[config.mk]
export PLATFORM = sky130hd
export DESIGN_NAME = lfsr_starfield
export DESIGN_NICKNAME = d
export VERILOG_FILES = /design/src/rtl/starfield_pkg.sv /design/src/rtl/sf_frame_counter.sv /design/src/rtl/sf_lfsr.sv /design/src/rtl/sf_star_detect.sv /design/src/rtl/lfsr_starfield.sv
export SDC_FILE = /design/constraint.sdc
export NUM_CORES = 1
export LEC_CHECK = 0
export CAP_MARGIN = 25
export CORE_UTILIZATION = 50
export DETAILED_ROUTE_END_ITERATION = 7
export DONT_BUFFER_PORTS = 1
export HOLD_SLACK_MARGIN = 0.06
export PLACE_DENSITY = 0.71
export RECOVER_POWER = 25
export SETUP_SLACK_MARGIN = 0.05
export SLEW_MARGIN = 20
export SYNTH_ARGS = -nofsm -noshare
export SYNTH_HDL_FRONTEND = slang
export SYNTH_HIERARCHICAL = 1
export SYNTH_SLANG_ARGS = --single-unit
[constraint.sdc]
create_clock -name clk -period 2.05 [get_ports clk]
set_input_delay 0.205 -clock clk [delete_from_list [all_inputs] [get_ports clk]]
set_output_delay 0.205 -clock clk [all_outputs]
set_load 0.02 [all_outputs]
[src/rtl/starfield_pkg.sv]
package starfield_pkg;

  // One Galois step on a right-shifting register; unused upper bits stay zero.
  function automatic logic [63:0] lfsr_advance(input logic [63:0] cur,
                                               input logic [63:0] taps);
    logic [63:0] shifted;
    shifted = cur >> 1;
    return cur[0] ? (shifted ^ taps) : shifted;
  endfunction

  // Length of one pattern cycle in enabled pixels.
  function automatic int pattern_period(input int width, input int height,
                                        input int drift);
    return width * height + drift;
  endfunction

  // Counter width able to hold the last position of the cycle.
  function automatic int count_bits(input int period);
    return (period <= 2) ? 1 : $clog2(period);
  endfunction

endpackage

[src/rtl/sf_frame_counter.sv]
module sf_frame_counter
  import starfield_pkg::*;
#(
  parameter int FRAME_W = 800,
  parameter int FRAME_H = 525,
  parameter int DRIFT   = -1
) (
  input  logic clk,
  input  logic rst,
  input  logic en,
  output logic frame_zero
);
  localparam int PERIOD = pattern_period(FRAME_W, FRAME_H, DRIFT);
  localparam int CNTW   = count_bits(PERIOD);
  localparam logic [CNTW-1:0] LAST = CNTW'(PERIOD - 1);

  logic [CNTW-1:0] pos_q;
  logic            at_last;

  assign at_last    = (pos_q == LAST);
  assign frame_zero = (pos_q == '0);

  always_ff @(posedge clk) begin
    if (rst)          pos_q <= '0;
    else if (en) begin
      if (at_last)    pos_q <= '0;
      else            pos_q <= pos_q + 1'b1;
    end
  end

  assert_wrap_R2: assert property (@(posedge clk) disable iff (rst)
    (en && at_last) |=> frame_zero);

  assert_count_up_R2: assert property (@(posedge clk) disable iff (rst)
    (en && !at_last) |=> (pos_q == $past(pos_q) + 1'b1));

  assert_count_hold_R6: assert property (@(posedge clk) disable iff (rst)
    !en |=> $stable(pos_q));

endmodule

[src/rtl/sf_lfsr.sv]
module sf_lfsr
  import starfield_pkg::*;
#(
  parameter int              LEN  = 21,
  parameter logic [LEN-1:0]  TAPS = 21'h140000,
  parameter logic [LEN-1:0]  SEED = '1
) (
  input  logic           clk,
  input  logic           rst,
  input  logic           en,
  input  logic           load,
  output logic [LEN-1:0] state
);
  logic [63:0]    wide_next;
  logic [LEN-1:0] step_val;

  assign wide_next = lfsr_advance(64'(state), 64'(TAPS));
  assign step_val  = wide_next[LEN-1:0];

  always_ff @(posedge clk) begin
    if (rst)        state <= SEED;
    else if (en) begin
      if (load)     state <= SEED;
      else          state <= step_val;
    end
  end

  assert_seed_load_R3: assert property (@(posedge clk) disable iff (rst)
    (en && load) |=> (state == SEED));

  assert_shift_plain_R1: assert property (@(posedge clk) disable iff (rst)
    (en && !load && !state[0]) |=> (state == ($past(state) >> 1)));

  assert_shift_taps_R1: assert property (@(posedge clk) disable iff (rst)
    (en && !load && state[0]) |=> (state == (($past(state) >> 1) ^ TAPS)));

  assert_state_hold_R6: assert property (@(posedge clk) disable iff (rst)
    !en |=> $stable(state));

endmodule

[src/rtl/sf_star_detect.sv]
module sf_star_detect #(
  parameter int             LEN  = 21,
  parameter logic [LEN-1:0] MASK = LEN'(12'hFFF)
) (
  input  logic [LEN-1:0] state,
  output logic           star_on,
  output logic [7:0]     star_level
);
  logic [LEN-1:0] masked;

  assign masked     = state | MASK;
  assign star_on    = &masked;
  assign star_level = state[7:0];

  always_comb begin
    if (state == '1) assert_full_is_star_R4: assert (star_on);
  end

endmodule

[src/rtl/lfsr_starfield.sv]
module lfsr_starfield #(
  parameter int             LEN          = 21,
  parameter logic [LEN-1:0] TAPS         = 21'h140000,
  parameter logic [LEN-1:0] SEED         = '1,
  parameter logic [LEN-1:0] DENSITY_MASK = LEN'(12'hFFF),
  parameter int             FRAME_W      = 800,
  parameter int             FRAME_H      = 525,
  parameter int             DRIFT        = -1
) (
  input  logic       clk,
  input  logic       rst,
  input  logic       en,
  output logic       star_on,
  output logic [7:0] star_level
);
  logic           frame_zero;
  logic [LEN-1:0] sf_state;

  sf_frame_counter #(
    .FRAME_W(FRAME_W),
    .FRAME_H(FRAME_H),
    .DRIFT  (DRIFT)
  ) u_cnt (
    .clk       (clk),
    .rst       (rst),
    .en        (en),
    .frame_zero(frame_zero)
  );

  sf_lfsr #(
    .LEN (LEN),
    .TAPS(TAPS),
    .SEED(SEED)
  ) u_lfsr (
    .clk  (clk),
    .rst  (rst),
    .en   (en),
    .load (frame_zero),
    .state(sf_state)
  );

  sf_star_detect #(
    .LEN (LEN),
    .MASK(DENSITY_MASK)
  ) u_detect (
    .state     (sf_state),
    .star_on   (star_on),
    .star_level(star_level)
  );

  assert_out_hold_R6: assert property (@(posedge clk) disable iff (rst)
    !en |=> ($stable(star_level) && $stable(star_on)));

endmodule

* Word level (Yosys, flattened, before mapping)
Index checks and enable logic that the tools add are counted.
** Storage, ports and cells
- Register bits :: 40
- Input bits :: 3
- Output and inout bits :: 9
- Word-level logic and storage cells :: 10
** Operators by class
- Add/subtract/negate cells :: 1
- Equality and inequality tests :: 1
- Multiplexer cells :: 3
- Bitwise gates (word level) :: 1
- Reductions and logical operators :: 2
** Operators by type and width (number)
- 2-to-1 mux 21 bit :: 2
- adder 19 x 1 -> 19 bit, second input constant :: 1
- == test 19 bit, second input constant :: 1
- logical NOT 19 bit :: 1
- 2-to-1 mux 19 bit :: 1
- AND reduction 9 bit :: 1
- inverter 1 -> 2 bit :: 1

* Longest topological paths before layout
- Word-level depth :: 3
- Mapped depth :: 8
- Depth with buffers taken out :: 6

* Modules after synthesis
The synthesis kept the hierarchy.
** Modules (own cells, without submodules)
- sf_lfsr :: times used 1, cells each 93, area each 979.7 um2, seq. area each 420.4 um2
- sf_frame_counter :: times used 1, cells each 113, area each 964.7 um2, seq. area each 380.4 um2
- sf_star_detect :: times used 1, cells each 12, area each 85.1 um2, seq. area each 0.0 um2

* Worst setup path after synthesis
Ideal clock, no wire load.
- Kind :: register -> register
- From :: register u_cnt.pos_q[8]
- To :: register u_lfsr.state[17]
- Data arrival time :: 1.642 ns
- Data required time :: 1.980 ns
- Slack :: 0.338 ns
- Stages on the path, launching flop included :: 8
- Clock period less this slack :: 1.712 ns
- Cell sequence :: dfxtp_1 -> or4_1 -> nor2_1 -> nand4b_1 -> nor2_1 -> buf_2 -> nor3b_1 -> o21bai_1
** On the way
- Longest elaborated chain between the ends :: 2
** Ends and longest elaborated chain
- from (decl) :: RTL line sf_frame_counter.sv:17 : logic [CNTW-1:0] pos_q;
- from (signal assigned) :: RTL line sf_frame_counter.sv:27 : else pos_q <= pos_q + 1'b1;
- logical NOT 19 bit :: RTL line sf_frame_counter.sv:21 : assign frame_zero = (pos_q == '0);
- named net frame_zero :: RTL line lfsr_starfield.sv:16 : logic frame_zero;
- 2-to-1 mux 21 bit :: RTL line sf_lfsr.sv:23 : if (load) state <= SEED;
- to (signal assigned) :: RTL line sf_lfsr.sv:24 : else state <= step_val;
- to (decl) :: RTL line sf_lfsr.sv:12 : output logic [LEN-1:0] state
The timed path passes the listed nets, and every way through them passes these cells.
A chain may end at the register's enable or synchronous reset.

* Worst setup path after layout
- From :: register u_cnt.pos_q[2]
- To :: register u_cnt.pos_q[18]
** On the way
- Longest elaborated chain between the ends :: 2
** Ends and longest elaborated chain
- adder 19 x 1 -> 19 bit / == test 19 bit (equally long branches) :: RTL line sf_frame_counter.sv:27, sf_frame_counter.sv:20
- 2-to-1 mux 19 bit (*) :: RTL line sf_frame_counter.sv:26 : if (at_last) pos_q <= '0;
Every way passes the cells marked *; elsewhere a longest branch is shown, timed or not.

==> results by stage <==
Worst setup path:
- The worst register-to-register path has a depth of 4.
- STA classifies the critical path startpoint as a register.
- The largest fanout on the critical path is 7.
- Traced cell by cell, the critical path runs through nand3_1, or4_4, or3_1, a21oi_2.
- The largest stage delay on the critical path is around 0.62 ns.
- The setup slack of the most critical reg-to-reg path is 0.18 ns.
- The destination of the worst register-to-register timing path is u_cnt/pos_q[18]$_SDFFE_PP0P_.
- The nature of the critical path endpoint is a register.
- The data required time of the worst path is 2.29 ns.
- The slowest library cell on the worst path is sky130_fd_sc_hd__or4_4.
- The arrival time at the worst endpoint is roughly 2.1 ns.
- In this run the critical register-to-register path is launched from u_cnt/pos_q[2]$_SDFFE_PP0P_.
- The worst setup path is of the register to register kind.

Route:
- The post-detailed-route count of antenna-violating nets is 0.
- The total iterations of the first detailed-routing run is 2.
- Summed over all layers, the routed wires come to between 3000 and 4000 µm.
- The total via count after detailed routing is 1448.
- After the first detailed-routing iteration, the DRC count stood at just over 70.
- The routed wire length per instance is 13.5 µm.
- The per-cell via count in the routed design is 5.57.
- The count of unresolved DRC violations after routing is 0.

Final layout:
- In the final layout, the share of cells above drive strength 1 is 0.170.
- The flip-flop and latch area is 801 µm².
- Counting the fill cells in the layout gives approximately 360.
- Relative to the synthesized area, the layout overhead comes to 4.38%.
- The total non-filler cell area in the finished layout is 2120 µm².
- The post-layout net count is 217.
- The most common cell after layout, fill and taps aside is sky130_fd_sc_hd__dfxtp_1.
- The multi-input combinational cells in the finished layout cover a total of 1070 µm².
- The end-of-flow core utilization is 0.562.
- The top cell types in the final layout, fill and taps aside, are sky130_fd_sc_hd__dfxtp_1 (40), sky130_fd_sc_hd__nor2_1 (35), sky130_fd_sc_hd__o21bai_1 (20).
- The repair_antennas step left the layout with diodes totalling 0.

CTS:
- The maximum number of buffers from clock root to sink is 2.
- The total CTS buffers is 5.
- The number of H-tree branching levels is 2.
- The clock tree from TritonCTS is yes.
- Clock tree synthesis found a total of 40 sinks.
- The clock transition at the registers of the reported paths is 0.08 ns.
- At the later pin of the worst-skew pair, clock insertion delay measures around 0.30 ns.
- The root buffer cell chosen for the clock tree is sky130_fd_sc_hd__clkbuf_8.
- Post-CTS timing repair inserted 0 buffers for setup.

Synthesis:
- In the synthesized netlist the async set-or-reset flop fraction comes to 0.
- The most frequently used flop master after synthesis is sky130_fd_sc_hd__dfxtp_1.
- The count of different cell masters after synthesis is 33.
- The post-synthesis net count is 224.
- For this run, the register share of the synthesized area comes to 0.395.
- The register bit count reported by yosys is 40.
- The number of enable-type register cells in the synthesized netlist is 0.
- Dividing the synthesized area by the synthesized cell count gives 9.31 µm².
- The cell area after synthesis is 2030 µm².
- The synthesized instance count is 218.
- For this run, the number of Yosys warnings is 6.

Floorplanning:
- The die area is about 4300 µm².
- The chip width is 65.7 µm.
- For this configuration, the core starts out at a cell density of 0.538.
- The initialized floorplan defines 22 standard-cell rows.
- The vertical die dimension is 65.7 µm.
- In this run the standard cell core region covers 3770 µm².
- 12 I/O pins were placed.

Timing:
- The post-route worst hold slack is approximately 0.071 ns.
- Timing would allow up to 0.534 GHz.
- Setup repair after global routing left no endpoint under its margin.
- The number of hold-slack violations in the final timing report was 0.
- Headroom to the max-slew limit came out at 0.543.
- The final sum of negative setup slack is 0 ns.
- The final worst-path cycle share is 0.913.
- The measured slew at the worst slew-check pin is 0.680 ns.
- The minimum clock period is 1.87 ns.
- The setup-violating endpoint count in the final report is 0.
- The max-slew violation count is 0.
- Across the routed clock network, the largest skew measured is 0.00746 ns.

GRT:
- The residual overflow from global routing is 0.
- The pin count of the biggest net entering global routing is 53.
- The combined global-route utilization of all metal layers is 0.178.
- The first global-routing pass estimated 5740 µm of wire.
- The initial antenna violation count is 0.
- The via count of the first global-routing pass was 1320.

Pwr:
- For this design the ratio of total power to cell area is about 730 nW/µm².
- The maximum vdd ir drop is between 0.0004 and 0.0005 V.
- The overall power of the completed layout is 1.55 mW.
- For this design the static power due to leakage is 0.796 nW.

Job:
- Across the run, the number of max-cap violations was 0.

Min path:
- The min-delay analysis places its worst path in the category input port to register.
- The start point of the worst hold path is rst.
- The path with the worst hold slack has its endpoint at u_lfsr/state[18]$_SDFFE_PP1P_.
- The hold-critical path depth is 2.

Placement:
- The post-place instance area is 1990 µm².
- The global placement routability congestion is 0.823.
- The count of buffers added on input and output ports is 0.
- The HPWL after detailed placement is approximately 2300 µm.

Outcome:
- The flow ran to the end, and the final reports show no timing, DRC or antenna violations.
## worst max path at each step
stage,start,endpoint,slack (ns),cells past startpoint
final,u_cnt/pos_q[2]$_SDFFE_PP0P_,u_cnt/pos_q[18]$_SDFFE_PP0P_,0.18,4
after floorplan,u_cnt/pos_q[8]$_SDFFE_PP0P_,u_lfsr/state[17]$_SDFFE_PP1P_,0.34,7
after detailed placement,u_cnt/pos_q[8]$_SDFFE_PP0P_,u_lfsr/state[18]$_SDFFE_PP1P_,0.24,7
after global placement,u_cnt/pos_q[8]$_SDFFE_PP0P_,u_lfsr/state[18]$_SDFFE_PP1P_,0.30,7
after CTS,u_cnt/pos_q[8]$_SDFFE_PP0P_,u_lfsr/state[18]$_SDFFE_PP1P_,0.21,7
after global routing,u_cnt/pos_q[2]$_SDFFE_PP0P_,u_cnt/pos_q[15]$_SDFFE_PP0P_,0.11,4
## synthesized netlist by cell type, drive strengths merged, types with 6 or more instances
library cell | n | area, µm²
o21bai | 20 | 150
nor2 | 36 | 135
nand3 | 11 | 60.1
a21oi | 7 | 38.8
buf | 18 | 135
nand2 | 6 | 22.5
xnor2 | 6 | 52.6
xor2 | 7 | 61.3
or3 | 6 | 42.5
dfxtp | 40 | 801
nand4 | 8 | 50.1
nor3b | 21 | 253
## power by group
| part | total, mW | switching [mW] | internal (mW) |
|---|---|---|---|
| combinational | 0.107 | 0.0606 | 0.0464 |
| clock | 0.653 | 0.286 | 0.366 |
| sequential | 0.791 | 0.00892 | 0.783 |
## state kept, by name, indices dropped and copies added, names as in the netlist
| signal | cells |
|---|---|
| u_lfsr/state | 21 |
| u_cnt/pos_q | 19 |
## layer usage
layer | wire length, µm | vias to the layer above | track usage
met5 | 0 | - | 0
met1 | 1680 | 679 | 0.203
met4 | 61 | 0 | 0.0734
met2 | 1650 | 16 | 0.298
met3 | 125 | 5 | 0.0608
li1 | - | 748 | -
## cells by family (layout without fill, tap and decap cells)
| family | Yosys count | count (layout) | synth area share |
|---|---|---|---|
| AOI/OAI and AO/OA | 34 | 34 | 0.113 |
| xor gates and xnor gates | 13 | 13 | 0.0561 |
| adders and majority gates | 3 | 3 | 0.0185 |
| buffers and inverters | 23 | 17 | 0.0758 |
| DFF | 40 | 40 | 0.395 |
| muxes | 1 | 1 | 0.00493 |
| and+or+nand+nor | 104 | 104 | 0.337 |
## worst max-delay path, delay by kind of cell, from the launching register on
| kind | cells | cell delay (ns) |
|---|---|---|
| compound gates | 1 | 0.13 |
| simple gates | 3 | 1.25 |
| flops | 1 | 0.44 |
## area by class of cell
| class | count | share of cell area |
|---|---|---|
| well taps | 48 | 0.0284 |
| clock inverters | 3 | 0.0224 |
| flip-flops and latches | 40 | 0.378 |
| inverters | 3 | 0.00532 |
| multi-input cells | 155 | 0.504 |
| repair buffers | 6 | 0.0295 |
| clock buffers | 5 | 0.0325 |
## through the flow
stage / cells / setup WS, ns
after CTS: 260 / 0.211
after global placement: 250 / 0.297
after floorplan: 218 / 0.338
after global routing: 260 / 0.107
final: 260 / 0.178
after detailed placement: 250 / 0.243
## repair_timing
item,4_1_cts,5_1_grt
hold endpoints to repair,21,0
hold buffers,2,0
gates resized for setup,0,0
No activity file was read; power rests on OpenSTA's default activity.
